===== src/rtl/evt_pkg.sv =====
package evt_pkg;
  localparam int N_EVT     = 8;
  localparam int ST_W      = 4;
  localparam int N_ST      = 1 << ST_W;
  localparam int N_OUT     = 4;
  localparam int N_IN      = 4;
  localparam int N_MATCH   = 4;
  localparam int MSEL_W    = $clog2(N_MATCH);
  localparam int PIN_W     = $clog2((N_IN > N_OUT) ? N_IN : N_OUT);
  localparam int ADDR_W    = 5;
  localparam int ADR_MATCH = 0;
  localparam int ADR_EVT   = 8;
  localparam int ADR_MASK  = 16;
  localparam int ADR_CTRL  = 24;
  localparam int CTRL_BIDIR = 2 * N_OUT;
  localparam int CTRL_RUN   = 2 * N_OUT + 1;
  localparam int CTRL_W     = 2 * N_OUT + 2;

  typedef enum logic [1:0] {IO_LOW, IO_HIGH, IO_RISE, IO_FALL} ioCond_e;
  typedef enum logic [1:0] {CMB_MATCH, CMB_IO, CMB_AND, CMB_OFF} combine_e;

  typedef struct packed {
    logic [ST_W-1:0]   nextState;
    logic              loadState;
    logic              doReset;
    logic              doStop;
    logic              doStart;
    logic              doIrq;
    logic [N_OUT-1:0]  clrMask;
    logic [N_OUT-1:0]  setMask;
    combine_e          combine;
    ioCond_e           ioCond;
    logic              ioIsOut;
    logic [PIN_W-1:0]  pinSel;
    logic [MSEL_W-1:0] matchSel;
  } evtCfg_t;

  localparam int EVT_CFG_W = $bits(evtCfg_t);
  localparam int DATA_W    = EVT_CFG_W;

  typedef struct packed {
    logic [N_OUT-1:0] setMask;
    logic [N_OUT-1:0] clrMask;
    logic             irq;
    logic             start;
    logic             stop;
    logic             rst;
    logic             stLoad;
    logic [ST_W-1:0]  stNext;
  } strobe_t;
endpackage


===== src/rtl/evt_dp.sv =====
module evt_dp
  import evt_pkg::*;
#(
  parameter int CNT_W = 16,
  parameter int WD_W  = CTRL_W
) (
  input  logic               clk,
  input  logic               rstN,
  input  logic               cfgWe,
  input  logic [ADDR_W-1:0]  cfgAddr,
  input  logic [WD_W-1:0]    cfgWdata,
  input  strobe_t            stb,
  input  logic [N_IN-1:0]    pinIn,
  output logic [N_OUT-1:0]   pinOut,
  output logic               irq,
  output logic [CNT_W-1:0]   count,
  output logic [N_MATCH-1:0] matchHit,
  output logic [ST_W-1:0]    curState,
  output logic [N_IN-1:0]    inCur,
  output logic [N_IN-1:0]    inOld,
  output logic [N_OUT-1:0]   outOld
);
  logic [CNT_W-1:0]   matchReg [N_MATCH];
  logic [2*N_OUT-1:0] resolve;
  logic               bidir;
  logic               running;
  logic               dirDown;
  logic [N_IN-1:0]    inMeta;
  logic [CNT_W-1:0]   cntNext;
  logic               dirNext;
  logic [N_OUT-1:0]   outNext;
  logic [CNT_W-1:0]   lim;
  logic               ctrlWr;

  assign ctrlWr = cfgWe && (cfgAddr == ADDR_W'(ADR_CTRL));
  assign lim    = matchReg[0];

  // match registers and their comparators
  for (genvar k = 0; k < N_MATCH; k++) begin : gMatch
    always_ff @(posedge clk) begin
      if (!rstN) matchReg[k] <= '0;
      else if (cfgWe && cfgAddr == ADDR_W'(ADR_MATCH + k))
        matchReg[k] <= cfgWdata[CNT_W-1:0];
    end
    assign matchHit[k] = (count == matchReg[k]);
  end

  // control word and run flag
  always_ff @(posedge clk) begin
    if (!rstN) begin
      resolve <= '0;
      bidir   <= 1'b0;
      running <= 1'b0;
    end else begin
      if (ctrlWr) begin
        resolve <= cfgWdata[2*N_OUT-1:0];
        bidir   <= cfgWdata[CTRL_BIDIR];
        running <= cfgWdata[CTRL_RUN];
      end else if (stb.stop) begin
        running <= 1'b0;
      end else if (stb.start) begin
        running <= 1'b1;
      end
    end
  end

  // counter next value
  always_comb begin
    cntNext = count;
    dirNext = dirDown;
    if (stb.rst) begin
      cntNext = '0;
      dirNext = 1'b0;
    end else if (running) begin
      if (!bidir) begin
        dirNext = 1'b0;
        cntNext = (count >= lim) ? '0 : count + 1'b1;
      end else if (!dirDown) begin
        if (count >= lim) begin
          dirNext = (count != '0);
          cntNext = (count == '0) ? count : count - 1'b1;
        end else begin
          cntNext = count + 1'b1;
        end
      end else begin
        if (count == '0) begin
          dirNext = 1'b0;
          cntNext = (lim == '0) ? count : count + 1'b1;
        end else begin
          cntNext = count - 1'b1;
        end
      end
    end
  end

  always_ff @(posedge clk) begin
    if (!rstN) begin
      count   <= '0;
      dirDown <= 1'b0;
    end else begin
      count   <= cntNext;
      dirDown <= dirNext;
    end
  end

  // per-output merge of set and clear requests
  for (genvar o = 0; o < N_OUT; o++) begin : gOut
    always_comb begin
      outNext[o] = pinOut[o];
      if (stb.setMask[o] && stb.clrMask[o]) begin
        case (resolve[2*o +: 2])
          2'd1:    outNext[o] = 1'b1;
          2'd2:    outNext[o] = 1'b0;
          2'd3:    outNext[o] = ~pinOut[o];
          default: outNext[o] = pinOut[o];
        endcase
      end else if (stb.setMask[o]) begin
        outNext[o] = 1'b1;
      end else if (stb.clrMask[o]) begin
        outNext[o] = 1'b0;
      end
    end
  end

  // pins, state and interrupt
  always_ff @(posedge clk) begin
    if (!rstN) begin
      inMeta   <= '0;
      inCur    <= '0;
      inOld    <= '0;
      pinOut   <= '0;
      outOld   <= '0;
      curState <= '0;
      irq      <= 1'b0;
    end else begin
      inMeta   <= pinIn;
      inCur    <= inMeta;
      inOld    <= inCur;
      pinOut   <= outNext;
      outOld   <= pinOut;
      if (stb.stLoad) curState <= stb.stNext;
      irq      <= stb.irq;
    end
  end

  assert_state_hold_R10: assert property (@(posedge clk) disable iff (!rstN)
    !stb.stLoad |=> $stable(curState));
  assert_state_load_R10: assert property (@(posedge clk) disable iff (!rstN)
    stb.stLoad |=> curState == $past(stb.stNext));
  assert_out_quiet_R7: assert property (@(posedge clk) disable iff (!rstN)
    (stb.setMask == '0 && stb.clrMask == '0) |=> $stable(pinOut));
  assert_cnt_clear_R9: assert property (@(posedge clk) disable iff (!rstN)
    stb.rst |=> count == '0);
  assert_stop_wins_R9: assert property (@(posedge clk) disable iff (!rstN)
    (stb.stop && !ctrlWr) |=> !running);
endmodule


===== src/rtl/evt_ctl.sv =====
module evt_ctl
  import evt_pkg::*;
(
  input  logic               clk,
  input  logic               rstN,
  input  logic               cfgWe,
  input  logic [ADDR_W-1:0]  cfgAddr,
  input  logic [DATA_W-1:0]  cfgWdata,
  input  logic [N_MATCH-1:0] matchHit,
  input  logic [N_IN-1:0]    inCur,
  input  logic [N_IN-1:0]    inOld,
  input  logic [N_OUT-1:0]   outCur,
  input  logic [N_OUT-1:0]   outOld,
  input  logic [ST_W-1:0]    curState,
  output strobe_t            stb
);
  evtCfg_t          cfg    [N_EVT];
  logic [N_ST-1:0]  stMask [N_EVT];
  logic [N_EVT-1:0] enVec;
  logic [N_EVT-1:0] fire;

  for (genvar e = 0; e < N_EVT; e++) begin : gEvt
    logic mHit, lvl, old, ioHit, condOk;

    always_ff @(posedge clk) begin
      if (!rstN) begin
        cfg[e]    <= '0;
        stMask[e] <= '0;
      end else if (cfgWe) begin
        if (cfgAddr == ADDR_W'(ADR_EVT + e))
          cfg[e] <= evtCfg_t'(cfgWdata[EVT_CFG_W-1:0]);
        if (cfgAddr == ADDR_W'(ADR_MASK + e))
          stMask[e] <= cfgWdata[N_ST-1:0];
      end
    end

    always_comb begin
      mHit = matchHit[cfg[e].matchSel];
      lvl  = cfg[e].ioIsOut ? outCur[cfg[e].pinSel] : inCur[cfg[e].pinSel];
      old  = cfg[e].ioIsOut ? outOld[cfg[e].pinSel] : inOld[cfg[e].pinSel];
      case (cfg[e].ioCond)
        IO_LOW:  ioHit = ~lvl;
        IO_HIGH: ioHit = lvl;
        IO_RISE: ioHit = lvl & ~old;
        default: ioHit = ~lvl & old;
      endcase
      case (cfg[e].combine)
        CMB_MATCH: condOk = mHit;
        CMB_IO:    condOk = ioHit;
        CMB_AND:   condOk = mHit & ioHit;
        default:   condOk = 1'b0;
      endcase
    end

    assign enVec[e] = stMask[e][curState];
    assign fire[e]  = enVec[e] & condOk;
  end

  // OR all actions; ascending walk lets the highest event own the state load
  always_comb begin
    stb = '0;
    for (int e = 0; e < N_EVT; e++) begin
      if (fire[e]) begin
        stb.setMask = stb.setMask | cfg[e].setMask;
        stb.clrMask = stb.clrMask | cfg[e].clrMask;
        stb.irq     = stb.irq   | cfg[e].doIrq;
        stb.start   = stb.start | cfg[e].doStart;
        stb.stop    = stb.stop  | cfg[e].doStop;
        stb.rst     = stb.rst   | cfg[e].doReset;
        if (cfg[e].loadState) begin
          stb.stLoad = 1'b1;
          stb.stNext = cfg[e].nextState;
        end
      end
    end
  end

  assert_gated_quiet_R6: assert property (@(posedge clk) disable iff (!rstN)
    (enVec == '0) |-> (stb == '0));
endmodule


===== src/rtl/evt_state_timer.sv =====
module evt_state_timer
  import evt_pkg::*;
#(
  parameter int CNT_W = 16
) (
  input  logic               clk,
  input  logic               rstN,
  input  logic               cfgWe,
  input  logic [ADDR_W-1:0]  cfgAddr,
  input  logic [DATA_W-1:0]  cfgWdata,
  input  logic [N_IN-1:0]    pinIn,
  output logic [N_OUT-1:0]   pinOut,
  output logic               irq,
  output logic [N_MATCH-1:0] matchFlags,
  output logic [CNT_W-1:0]   countOut,
  output logic [ST_W-1:0]    stateOut
);
  localparam int DP_W = (CNT_W > CTRL_W) ? CNT_W : CTRL_W;

  strobe_t          stb;
  logic [N_IN-1:0]  inCur, inOld;
  logic [N_OUT-1:0] outOld;

  evt_ctl u_ctl (
    .clk(clk), .rstN(rstN), .cfgWe(cfgWe), .cfgAddr(cfgAddr), .cfgWdata(cfgWdata),
    .matchHit(matchFlags), .inCur(inCur), .inOld(inOld), .outCur(pinOut),
    .outOld(outOld), .curState(stateOut), .stb(stb)
  );

  evt_dp #(.CNT_W(CNT_W), .WD_W(DP_W)) u_dp (
    .clk(clk), .rstN(rstN), .cfgWe(cfgWe), .cfgAddr(cfgAddr),
    .cfgWdata(cfgWdata[DP_W-1:0]), .stb(stb), .pinIn(pinIn),
    .pinOut(pinOut), .irq(irq), .count(countOut), .matchHit(matchFlags),
    .curState(stateOut), .inCur(inCur), .inOld(inOld), .outOld(outOld)
  );
endmodule


===== config.mk =====
export PLATFORM = sky130hd
export DESIGN_NAME = evt_state_timer
export DESIGN_NICKNAME = d
export VERILOG_FILES = /design/src/rtl/evt_pkg.sv /design/src/rtl/evt_dp.sv /design/src/rtl/evt_ctl.sv /design/src/rtl/evt_state_timer.sv
export SDC_FILE = /design/constraint.sdc
export NUM_CORES = 1
export LEC_CHECK = 0
export ABC_CLOCK_PERIOD_IN_PS = 5700
export BUFFER_PORTS_ARGS = -buffer_cell sky130_fd_sc_hd__buf_4
export CAP_MARGIN = 20
export CORE_MARGIN = 1
export CORE_UTILIZATION = 50
export DETAILED_ROUTE_END_ITERATION = 10
export PLACE_DENSITY = 0.66
export SETUP_SLACK_MARGIN = 0.1
export SYNTH_ARGS = -nofsm -noshare
export SYNTH_HDL_FRONTEND = slang
export SYNTH_SLANG_ARGS = --single-unit

===== constraint.sdc =====
create_clock -name clk -period 5.7 [get_ports clk]
set_clock_uncertainty 0.2 [all_clocks]
set_input_delay 0.855 -clock clk [delete_from_list [all_inputs] [get_ports clk]]
set_output_delay 0.855 -clock clk [all_outputs]
set_load 0.005 [all_outputs]

==> impl_metrics.tcl, run 1 <==
set metrics [dict create \
    outcome "finished clean" \
    vdd.ir_drop.worst_uv 248 \
    clk_latency_ns 0.60 \
    clockBufferDepth 3 \
    cts_root_buffer "clkbuf_16" \
    synth_largest_area_cell "edfxtp_1" \
    cp-start-kind "flip-flop" \
    regArea_um2 13100 \
    wl_per_cell_um 24.9 \
    fin_crit_ns 4.59 \
    utilization_pct 56.7 \
    ys_types 87 \
    yosysMostFrequentCell "and2_1" \
    synth_top_cells_by_count "418 x and2_1, 400 x edfxtp_1, 83 x nor2_1" \
    internal-power_uw 6240 \
    place.gp.congestion 0.881 \
    post_cts_buffers 0 \
    hp-class "reg2reg" \
    synth_async_sr_flop_share_pct 0 \
    max_freq_mhz 218 \
    drv_cap 0 \
    post_cts_resized 0 \
    min_period_over_period_pct 80.5 \
    ioPinCount 67 \
    drt-total-wl_mm 59.5 \
    seq_power_share_pct 46.9 \
    r2r_start "u_dp.count[2]" \
    clock-sinks 452 \
    synthTopCellsByArea "edfxtp_1 53%, and2_1 12%, dfxtp_1 4.6%" \
    numCtsBuffers 48 \
    sw_frac_of_total_pct 27.5 \
    yosysWarningCount 0 \
    synth_ff_type "edfxtp_1" \
    fill_cells 3625 \
    multi_input_area_um2 8830 \
    slew_viol_final 0 \
    io_buffers 66 \
    worstPathArrival_ns 4.85 \
    postSynthCellCount 1721 \
    drc 0 \
    ys_seq_area_share_pct 57.7 \
    vias 14317 \
    final_cells 2388 \
    area_delta_synth_final_pct 11.3 \
    setup_viol 0 \
    synth_seq_cells 452 \
    first_pass_iters 5 \
    p_switching_uw 2370 \
    ctsHtreeMaxLevel 2 \
    viasPerCell 6.00 \
    die-area_um2 46100 \
    hold_viol 0 \
    r2r_slack_ns 1.11 \
    rr_endpoint "u_dp.count[2]" \
    drt_iter0_drc 1518 \
    antenna_found_initial 2 \
    whs_path_depth 1 \
    design.core.area_um2 44400 \
    fp.dieH_um 215 \
    cts_tree "done" \
    grt_usage_pct 25.8 \
    rows 77 \
    synthesis.nets 1784 \
    worstSetupPathType "reg2reg" \
    place_inst 2296 \
    syn_area_um2 22600 \
    initial_core_util_pct 50.9 \
    syn_avg_cell_area_um2 13.1 \
    clkTransAtPathRegs_ns 0.06 \
    leakage_uw 0.00894 \
    grt_pass1_wl_mm 88.7 \
    worst-r2r-cell-count 11 \
    grt_setup_unrepaired "no" \
    tightest_slew_ns 1.09 \
    hpwlAfterDp_mm 36.9 \
    slew_headroom_pct 27.0 \
    synth_top_area_share_pct 53.1 \
    cp_max_fo 17 \
    cp-end-kind "flip-flop" \
    power_density_nw_per_um2 342 \
    grt_overflow 0 \
    hold_buffers 0 \
    hold_path_end "u_dp.inCur[3]" \
    die_x_um 215 \
    p_clk_share_pct 36.8 \
    combPwrFrac_pct 16.3 \
    drive_gt1_share_pct 15.9 \
    finalSetupTns_ns 0 \
    finalNetCount 1819 \
    worstHoldStart "u_dp.inMeta[3]" \
    final_antenna_net_count 0 \
    grt_start_max_net_pins 47 \
    cp.required_ns 5.96 \
    synth_edf_count 400 \
    grt_pass1_vias 13988 \
]
==> cell families after synthesis <==
| kind of cell | after synthesis | share of synthesized area, % |
|---|---|---|
| adder cells (fa/ha/maj) | 25 | 1.38 |
| XOR/XNOR | 56 | 2.17 |
| flip-flops | 452 | 57.7 |
| AO/OA/AOI/OAI | 203 | 6.96 |
| buffers and inverters | 160 | 3.41 |
| multiplexers | 111 | 9.97 |
| AND/OR/NAND/NOR | 714 | 18.4 |
==> layer usage <==
layer / routed length (µm) / vias up / share of wire, % / track usage [%]
met4: 1340 / 0 / 2.2 / 7.12
met2: 27700 / 561 / 47 / 41.0
met3: 4080 / 88 / 6.8 / 3.42
met5: 0 / - / 0 / 0
met1: 26400 / 7207 / 44 / 37.4
li1: - / 6461 / - / -
==> power by group through the flow <==
stage | Sequential (µW) | Clock, µW | Combinational, µW
after global routing | 4060 | 3330 | 1500
after global placement | 4100 | 0 | 1370
after CTS | 4040 | 3210 | 1390
after detailed placement | 4110 | 0 | 1390
after floorplan | 3970 | 0 | 1040
final | 4040 | 3170 | 1400
==> flip-flops by register name, summed over array words and instances (netlist names) <==
| register | count |
|---|---|
| u_ctl.cfg | 208 |
| u_ctl.stMask | 128 |
| u_dp.matchReg | 64 |
| u_dp.count | 16 |
| u_dp.resolve | 8 |
| u_dp.curState | 4 |
| u_dp.inCur | 4 |
| u_dp.inMeta | 4 |
| u_dp.inOld | 4 |
| u_dp.outOld | 4 |
| u_dp.pinOut | 4 |
| u_dp.bidir | 1 |
| u_dp.dirDown | 1 |
| u_dp.irq | 1 |
| u_dp.running | 1 |
==> area by class of cell <==
cell class | count | area share (%)
sequential | 452 | 51.9
multi-input combinational | 1109 | 35.1
clock buffer | 62 | 5.26
timing repair buffer | 106 | 3.21
tap | 592 | 2.94
clock inverter | 27 | 1.06
inverter | 39 | 0.582
antenna | 1 | 0.00994
==> critical path, cell delays in order, from the launching register on <==
cell,delay [ns]
dfxtp_1,0.72
xnor2_1,0.18
nand4_1,0.13
nor4_2,0.96
mux4_2,0.44
a31oi_1,0.29
nor2b_1,0.74
nand2_1,0.13
nand4_1,0.10
a221o_1,0.13
buf_4,0.31
nor3_1,0.11
==> through the flow <==
step | hold WS, ns | total power (µW) | area [µm²] | setup WS, ns
global route | 0.252 | 8900 | 25200 | 0.901
floorplan | 0.212 | 5010 | 22600 | 1.83
detailed placement | 0.219 | 5500 | 23600 | 1.16
CTS | 0.240 | 8640 | 25200 | 1.14
global placement | 0.224 | 5470 | 23600 | 1.32
finish | 0.235 | 8610 | 25200 | 1.11
==> placed cells by master (no fill, tap or decap), types with 13 or more instances in the layout <==
master	synthesis	layout
edfxtp_1	400	400
dfxtp_1	52	51
ha_1	25	25
xnor2_1	55	55
a21oi_1	19	19
clkbuf_16	0	49
o21ai_1	2	14
inv_1	38	38
mux4_2	40	40
nor3_1	13	13
nand4_1	35	35
nand2_1	56	56
buf_4	1	105
o21ai_0	40	20
a22oi_1	25	25
and2_1	418	418
nand3_1	30	30
nor2_1	83	82
mux4_1	38	38
mux2i_1	21	21
==> worst max-delay path by stage <==
stage                       start              end  slack, ns  cells after the start
global route        u_dp.count[2]   u_dp.count[12]       0.90                     11
floorplan              cfgAddr[1]  u_ctl.cfg[0][0]       1.83                      3
global placement    u_dp.count[2]    u_dp.count[6]       1.32                     11
finish              u_dp.count[2]    u_dp.count[2]       1.11                     11
detailed placement  u_dp.count[2]    u_dp.count[5]       1.16                     11
CTS                 u_dp.count[2]    u_dp.count[5]       1.14                     11
No activity file was read; power rests on OpenSTA's default activity.
==> run 2, diff against run 1 <==
--- a/config.mk
+++ b/config.mk
@@ -5,13 +5,13 @@
 export SDC_FILE = /design/constraint.sdc
 export NUM_CORES = 1
 export LEC_CHECK = 0
-export ABC_CLOCK_PERIOD_IN_PS = 5700
+export ABC_CLOCK_PERIOD_IN_PS = 4200
 export BUFFER_PORTS_ARGS = -buffer_cell sky130_fd_sc_hd__buf_4
 export CAP_MARGIN = 20
 export CORE_MARGIN = 1
 export CORE_UTILIZATION = 50
 export DETAILED_ROUTE_END_ITERATION = 10
-export PLACE_DENSITY = 0.66
+export PLACE_DENSITY = 0.69
 export SETUP_SLACK_MARGIN = 0.1
 export SYNTH_ARGS = -nofsm -noshare
 export SYNTH_HDL_FRONTEND = slang
==> constraint.sdc (replaced) <==
create_clock -name clk -period 4.2 [get_ports clk]
set_clock_uncertainty 0.2 [all_clocks]
set_input_delay 0.63 -clock clk [delete_from_list [all_inputs] [get_ports clk]]
set_output_delay 0.63 -clock clk [all_outputs]
set_load 0.005 [all_outputs]
==> run 2 against run 1 <==
Against the previous run: routed wire length increased by 1.0%; via count increased by 2.5%; global-route usage increased by 0.36 points; clock-buffer cell count increased by 11; sequential power increased by 34%; highest routed layer unchanged; critical endpoint is now u_dp.pinOut[2].
==> impl_metrics.tcl, run 2 (synthesis results as in run 1) <==
set metrics [dict create \
    outcome "finished clean" \
    cp-end-kind "flip-flop" \
    largest_reg_flops 208 \
    finalSetupTns_ns 0 \
    fin_ws_ns 0.389 \
    vias 14674 \
    clockBufferDepth 3 \
    antenna_found_initial 3 \
    ctsHtreeMaxLevel 2 \
    vdd.ir_drop.worst_uv 318 \
    die_x_um 215 \
    viasPerCell 6.05 \
    multi_input_area_um2 8820 \
    slew_headroom_pct 27.5 \
    hpwlAfterDp_mm 38.0 \
    final_cells 2426 \
    clock-sinks 452 \
    cp_max_fo 13 \
    initial_core_util_pct 50.9 \
    grt_pass1_vias 14368 \
    place_inst 2332 \
    layout_common_cells "418 x and2_1, 400 x edfxtp_1, 139 x buf_4" \
    grt_usage_pct 26.2 \
    hold_viol 0 \
    fp.dieH_um 215 \
    area_delta_synth_final_pct 12.6 \
    drc 0 \
    slew_viol_final 0 \
    drt-total-wl_mm 60.1 \
    grt_start_max_net_pins 47 \
    setup_viol 0 \
    drt_iter0_drc 1620 \
    tightest_slew_ns 1.08 \
    power_density_nw_per_um2 463 \
    io_buffers 66 \
    hold_buffers 0 \
    regMostFlops "u_ctl.cfg" \
    fin_crit_ns 3.81 \
    finalNetCount 1855 \
    cts_tree "done" \
    cts_root_buffer "clkbuf_16" \
    final_antenna_net_count 0 \
    max_freq_mhz 262 \
    clk_latency_ns 0.58 \
    clkTransAtPathRegs_ns 0.06 \
    regArea_um2 13100 \
    numCtsBuffers 49 \
    utilization_pct 57.3 \
    rows 77 \
    design.core.area_um2 44400 \
    post_cts_resized 0 \
    layout_commonest_cell "and2_1" \
    grt_setup_unrepaired "no" \
    dpl_worst_slack_ns 0.418 \
    drive_gt1_share_pct 17.2 \
    place.gp.congestion 0.917 \
    leakage_uw 0.00913 \
    post_cts_buffers 0 \
    cp-start-kind "flip-flop" \
    die-area_um2 46100 \
    worstSetupPathType "reg2reg" \
    hp-class "in2reg" \
    fill_cells 3520 \
    drv_cap 0 \
    wl_per_cell_um 24.8 \
    min_period_over_period_pct 90.7 \
    ioPinCount 67 \
    first_pass_iters 8 \
    grt_pass1_wl_mm 90.2 \
    worstPathArrival_ns 4.09 \
    cp.required_ns 4.48 \
    top_regs "u_ctl.cfg: 208 flops, u_ctl.stMask: 128 flops, u_dp.matchReg: 64 flops" \
    grt_overflow 0 \
    finalHoldWorstSlack_ns 0.0627 \
]
-- run 2: final timing paths --
| path | end | depth (start not counted) | from | slack, ns |
|---|---|---|---|---|
| worst max-delay path | u_dp.pinOut[2] | 11 | u_dp.pinOut[0] | 0.39 |
| worst min-delay path | u_dp.inMeta[3] | 2 | pinIn[3] | 0.06 |
| worst max register to register | u_dp.pinOut[2] | 11 | u_dp.pinOut[0] | 0.39 |
| worst min register to register | u_dp.inCur[2] | 1 | u_dp.inMeta[2] | 0.24 |
-- run 2: per-stage QoR --
stage          total power (µW)  instance area (µm²)
5_1_grt                   12200                25500
6_report                  11800                25500
3_5_place_dp               7510                23800
2_1_floorplan              6790                22600
3_3_place_gp               7470                23800
4_1_cts                   11800                25500
-- run 2: area by class of cell --
| class | instances | area share, % |
|---|---|---|
| sequential | 452 | 51.3 |
| multi-input combinational | 1109 | 34.7 |
| clock buffer | 73 | 5.57 |
| timing repair buffer | 141 | 4.26 |
| tap | 592 | 2.91 |
| clock inverter | 19 | 0.757 |
| inverter | 39 | 0.575 |
| antenna | 1 | 0.00983 |
-- run 2: worst max-delay path, cell delays in order, from the launching register on --
cell and delay [ns]:
dfxtp_1 0.50, mux4_1 0.56, mux2i_1 0.35, mux2i_1 0.31, nand4_1 0.13, a31oi_1 0.48, nor2b_4 0.14, buf_4 0.21
a222oi_1 0.27, and3_1 0.23, a211oi_1 0.05, nor4_1 0.27
-- run 2: routing by layer --
metal  wire (µm)  up-vias  track usage, %
li1            -     6538               -
met1       25800     7339            37.3
met2       28100      678            41.6
met3        4720      119            4.03
met4        1570        0            7.95
met5           0        -               0
-- run 2: where the power goes --
group / internal (µW) / switching (µW)
Combinational: 870 / 1160
Clock: 2580 / 1760
Sequential: 5170 / 247
Total: 8610 / 3170
==> run 3, diff against run 2 <==
--- a/config.mk
+++ b/config.mk
@@ -5,7 +5,6 @@
 export SDC_FILE = /design/constraint.sdc
 export NUM_CORES = 1
 export LEC_CHECK = 0
-export ABC_CLOCK_PERIOD_IN_PS = 4200
 export BUFFER_PORTS_ARGS = -buffer_cell sky130_fd_sc_hd__buf_4
 export CAP_MARGIN = 20
 export CORE_MARGIN = 1
@@ -15,4 +14,5 @@
 export SETUP_SLACK_MARGIN = 0.1
 export SYNTH_ARGS = -nofsm -noshare
 export SYNTH_HDL_FRONTEND = slang
+export SYNTH_HIERARCHICAL = 1
 export SYNTH_SLANG_ARGS = --single-unit
==> run 3 against run 2 <==
Against the previous run: routed wire length up 0.82%; final cell count up 0.41%; sequential power down 2%; fmax down 3.4%; critical path depth up 6; flip-flop and latch count unchanged; cell area up 1.9%; power down 8.8%; largest cell class unchanged; largest power group unchanged.
==> impl_metrics.tcl, run 3 <==
set metrics [dict create \
    grt_pass1_wl_mm 91.1 \
    cp.required_ns 4.52 \
    ys_types 86 \
    drv_cap 0 \
    grt_usage_pct 26.3 \
    grt_setup_unrepaired "no" \
    layout_commonest_cell "and2_1" \
    regArea_um2 13100 \
    grt_overflow 0 \
    hold_buffers 0 \
    finalNetCount 1870 \
    die-area_um2 46300 \
    antenna_found_initial 4 \
    clockBufferDepth 3 \
    initial_core_util_pct 51.1 \
    fill_cells 3499 \
    final_antenna_net_count 0 \
    numCtsBuffers 47 \
    cts_root_buffer "clkbuf_16" \
    vdd.ir_drop.worst_uv 260 \
    synth_top_area_share_pct 52.8 \
    ys_seq_area_share_pct 57.4 \
    synth_edf_count 400 \
    hpwlAfterDp_mm 37.5 \
    leakage_uw 0.00915 \
    crit_chain "ha_1 -> nand2_1 -> or4_4 -> nor2_2 -> buf_6 -> mux4_2 -> nor2b_1 -> o21ai_1 -> a41oi_4 -> buf_12 -> a222oi_1 -> nand4_1 -> nand3b_1 -> a211oi_2 -> o21a_1 -> a311o_1 -> o2bb2ai_1" \
    slew_headroom_pct 38.3 \
    outcome "finished clean" \
    drive_gt1_share_pct 18.7 \
    cp-end-kind "flip-flop" \
    place_area_um2 24100 \
    ctsHtreeMaxLevel 2 \
    viasPerCell 6.11 \
    cp_max_fo 9 \
    io_buffers 66 \
    yosysWarningCount 6 \
    ioPinCount 67 \
    layout_common_cells "425 x and2_1, 400 x edfxtp_1, 131 x buf_4" \
    drt-total-wl_mm 60.6 \
    die_x_um 215 \
    synth_async_sr_flop_share_pct 0 \
    cp-start-kind "flip-flop" \
    synth_seq_cells 452 \
    clkTransAtPathRegs_ns 0.07 \
    largest_reg_flops 208 \
    slew_viol_final 0 \
    crit_family "compound AO/OA/AOI/OAI gates" \
    seq_power_share_pct 49.2 \
    power_density_nw_per_um2 414 \
    yosysMostFrequentCell "and2_1" \
    slowest_delay_ns 0.56 \
    fin_area_um2 25900 \
    syn_area_um2 22700 \
    combPwrFrac_pct 8.9 \
    synthTopCellsByArea "edfxtp_1 53%, and2_1 12%, mux4_2 6.0%" \
    tightest_slew_ns 0.921 \
    design.core.area_um2 44500 \
    grt_pass1_vias 14834 \
    synth_ff_type "edfxtp_1" \
    fp.dieH_um 215 \
    min_period_over_period_pct 93.9 \
    hold_viol 0 \
    internal-power_uw 8250 \
    drt_iter0_drc 1712 \
    syn_avg_cell_area_um2 13.2 \
    cts_tree "done" \
    postSynthCellCount 1722 \
    place.gp.congestion 0.914 \
    p_switching_uw 2500 \
    worstSetupPathType "reg2reg" \
    grt_start_max_net_pins 63 \
    max_freq_mhz 253 \
    vias 14877 \
    hp-class "in2reg" \
    path_buf_inv 2 \
    setup_viol 0 \
    synthesis.nets 1785 \
    rows 77 \
    clk_latency_ns 0.59 \
    finalHoldWorstSlack_ns 0.0747 \
    fin_crit_ns 3.95 \
    worstPathArrival_ns 4.27 \
    first_pass_iters 6 \
    multi_input_area_um2 9250 \
    wl_per_cell_um 24.9 \
    drc 0 \
    synth_largest_area_cell "edfxtp_1" \
    synth_top_cells_by_count "425 x and2_1, 400 x edfxtp_1, 75 x clkbuf_1" \
    p_clk_share_pct 41.9 \
    top_regs "u_ctl/cfg: 208 flops, u_ctl/stMask: 128 flops, u_dp/matchReg: 64 flops" \
    area_delta_synth_final_pct 14.1 \
    clock-sinks 452 \
    cpMaxStageDelayCell "dfxtp_1" \
    finalSetupTns_ns 0 \
    regMostFlops "u_ctl/cfg" \
    sw_frac_of_total_pct 23.3 \
]
[run 3: changes by cell type after synthesis, moves of 11 or more]
| cell | change |
|---|---|
| nor2b_1 | +33 |
| mux4_2 | +21 |
| mux4_1 | -21 |
| mux2i_1 | +11 |
| buf_2 | -11 |
| nor2_1 | -22 |
| nand2_1 | -12 |
[run 3: kinds of logic after synthesis]
| family | Yosys count | synth area share [%] |
|---|---|---|
| buffers and inverters | 135 | 2.68 |
| AND/OR/NAND/NOR | 739 | 19.7 |
| XOR/XNOR | 54 | 2.08 |
| adder cells (fa/ha/maj) | 25 | 1.38 |
| multiplexers | 122 | 10.0 |
| flip-flops | 452 | 57.4 |
| AO/OA/AOI/OAI | 195 | 6.74 |
[run 3: metal layers]
metal,GRT usage (%),share of wire (%)
met1,35.3,41
met2,43.4,48
met3,3.89,7.8
met4,9.86,3.2
met5,0,0
[run 3: power by group through the flow]
stage,Combinational [µW],Sequential [µW],Clock (µW)
CTS,933,5290,4560
global placement,911,5370,0
floorplan,592,5320,0
global route,1010,5320,4710
finish,952,5290,4500
detailed placement,926,5380,0
[run 3: through the flow]
step / power (µW) / std cells / worst slack [ns] / utilization (%)
CTS: 10800 / 2430 / 0.111 / 57.9
floorplan: 5910 / 1722 / 0.156 / -
finish: 10700 / 2436 / 0.254 / 58.3
global placement: 6280 / 2344 / 0.212 / 54.2
global route: 11000 / 2435 / 0.0942 / 58.3
detailed placement: 6310 / 2344 / 0.107 / 54.2
[run 3: timing repair]
| action | CTS | global route |
|---|---|---|
| setup buffers | 1 | 5 |
| pin swaps | 0 | 7 |
| endpoints found under the setup margin | 1 | 6 |
| resized for setup | 0 | 16 |
[run 3: worst reg2reg max path: stages (launching register included)]
cell and delay [ns]:
dfxtp_1 0.56, ha_1 0.31, nand2_1 0.06, or4_4 0.12, nor2_2 0.04, buf_6 0.14
mux4_2 0.45, nor2b_1 0.14, o21ai_1 0.21, a41oi_4 0.06, buf_12 0.17, a222oi_1 0.33
nand4_1 0.22, nand3b_1 0.28, a211oi_2 0.22, o21a_1 0.16, a311o_1 0.11, o2bb2ai_1 0.10
[run 3: layout make-up]
class,instances,share of cell area (%)
tap,592,2.85
sequential,452,50.3
clock buffer,61,5.01
antenna,1,0.00965
timing repair buffer,138,4.26
clock inverter,24,1.40
multi-input combinational,1135,35.7
inverter,33,0.477
[run 3: worst paths after layout]
path,from,to,slack (ns),cells after the start
worst min register to register,u_dp/inMeta[0],u_dp/inCur[0],0.24,1
worst min-delay path,pinIn[3],u_dp/inMeta[3],0.07,2
worst max-delay path,u_dp/count[4],u_dp/count[14],0.25,17
worst max register to register,u_dp/count[4],u_dp/count[14],0.25,17
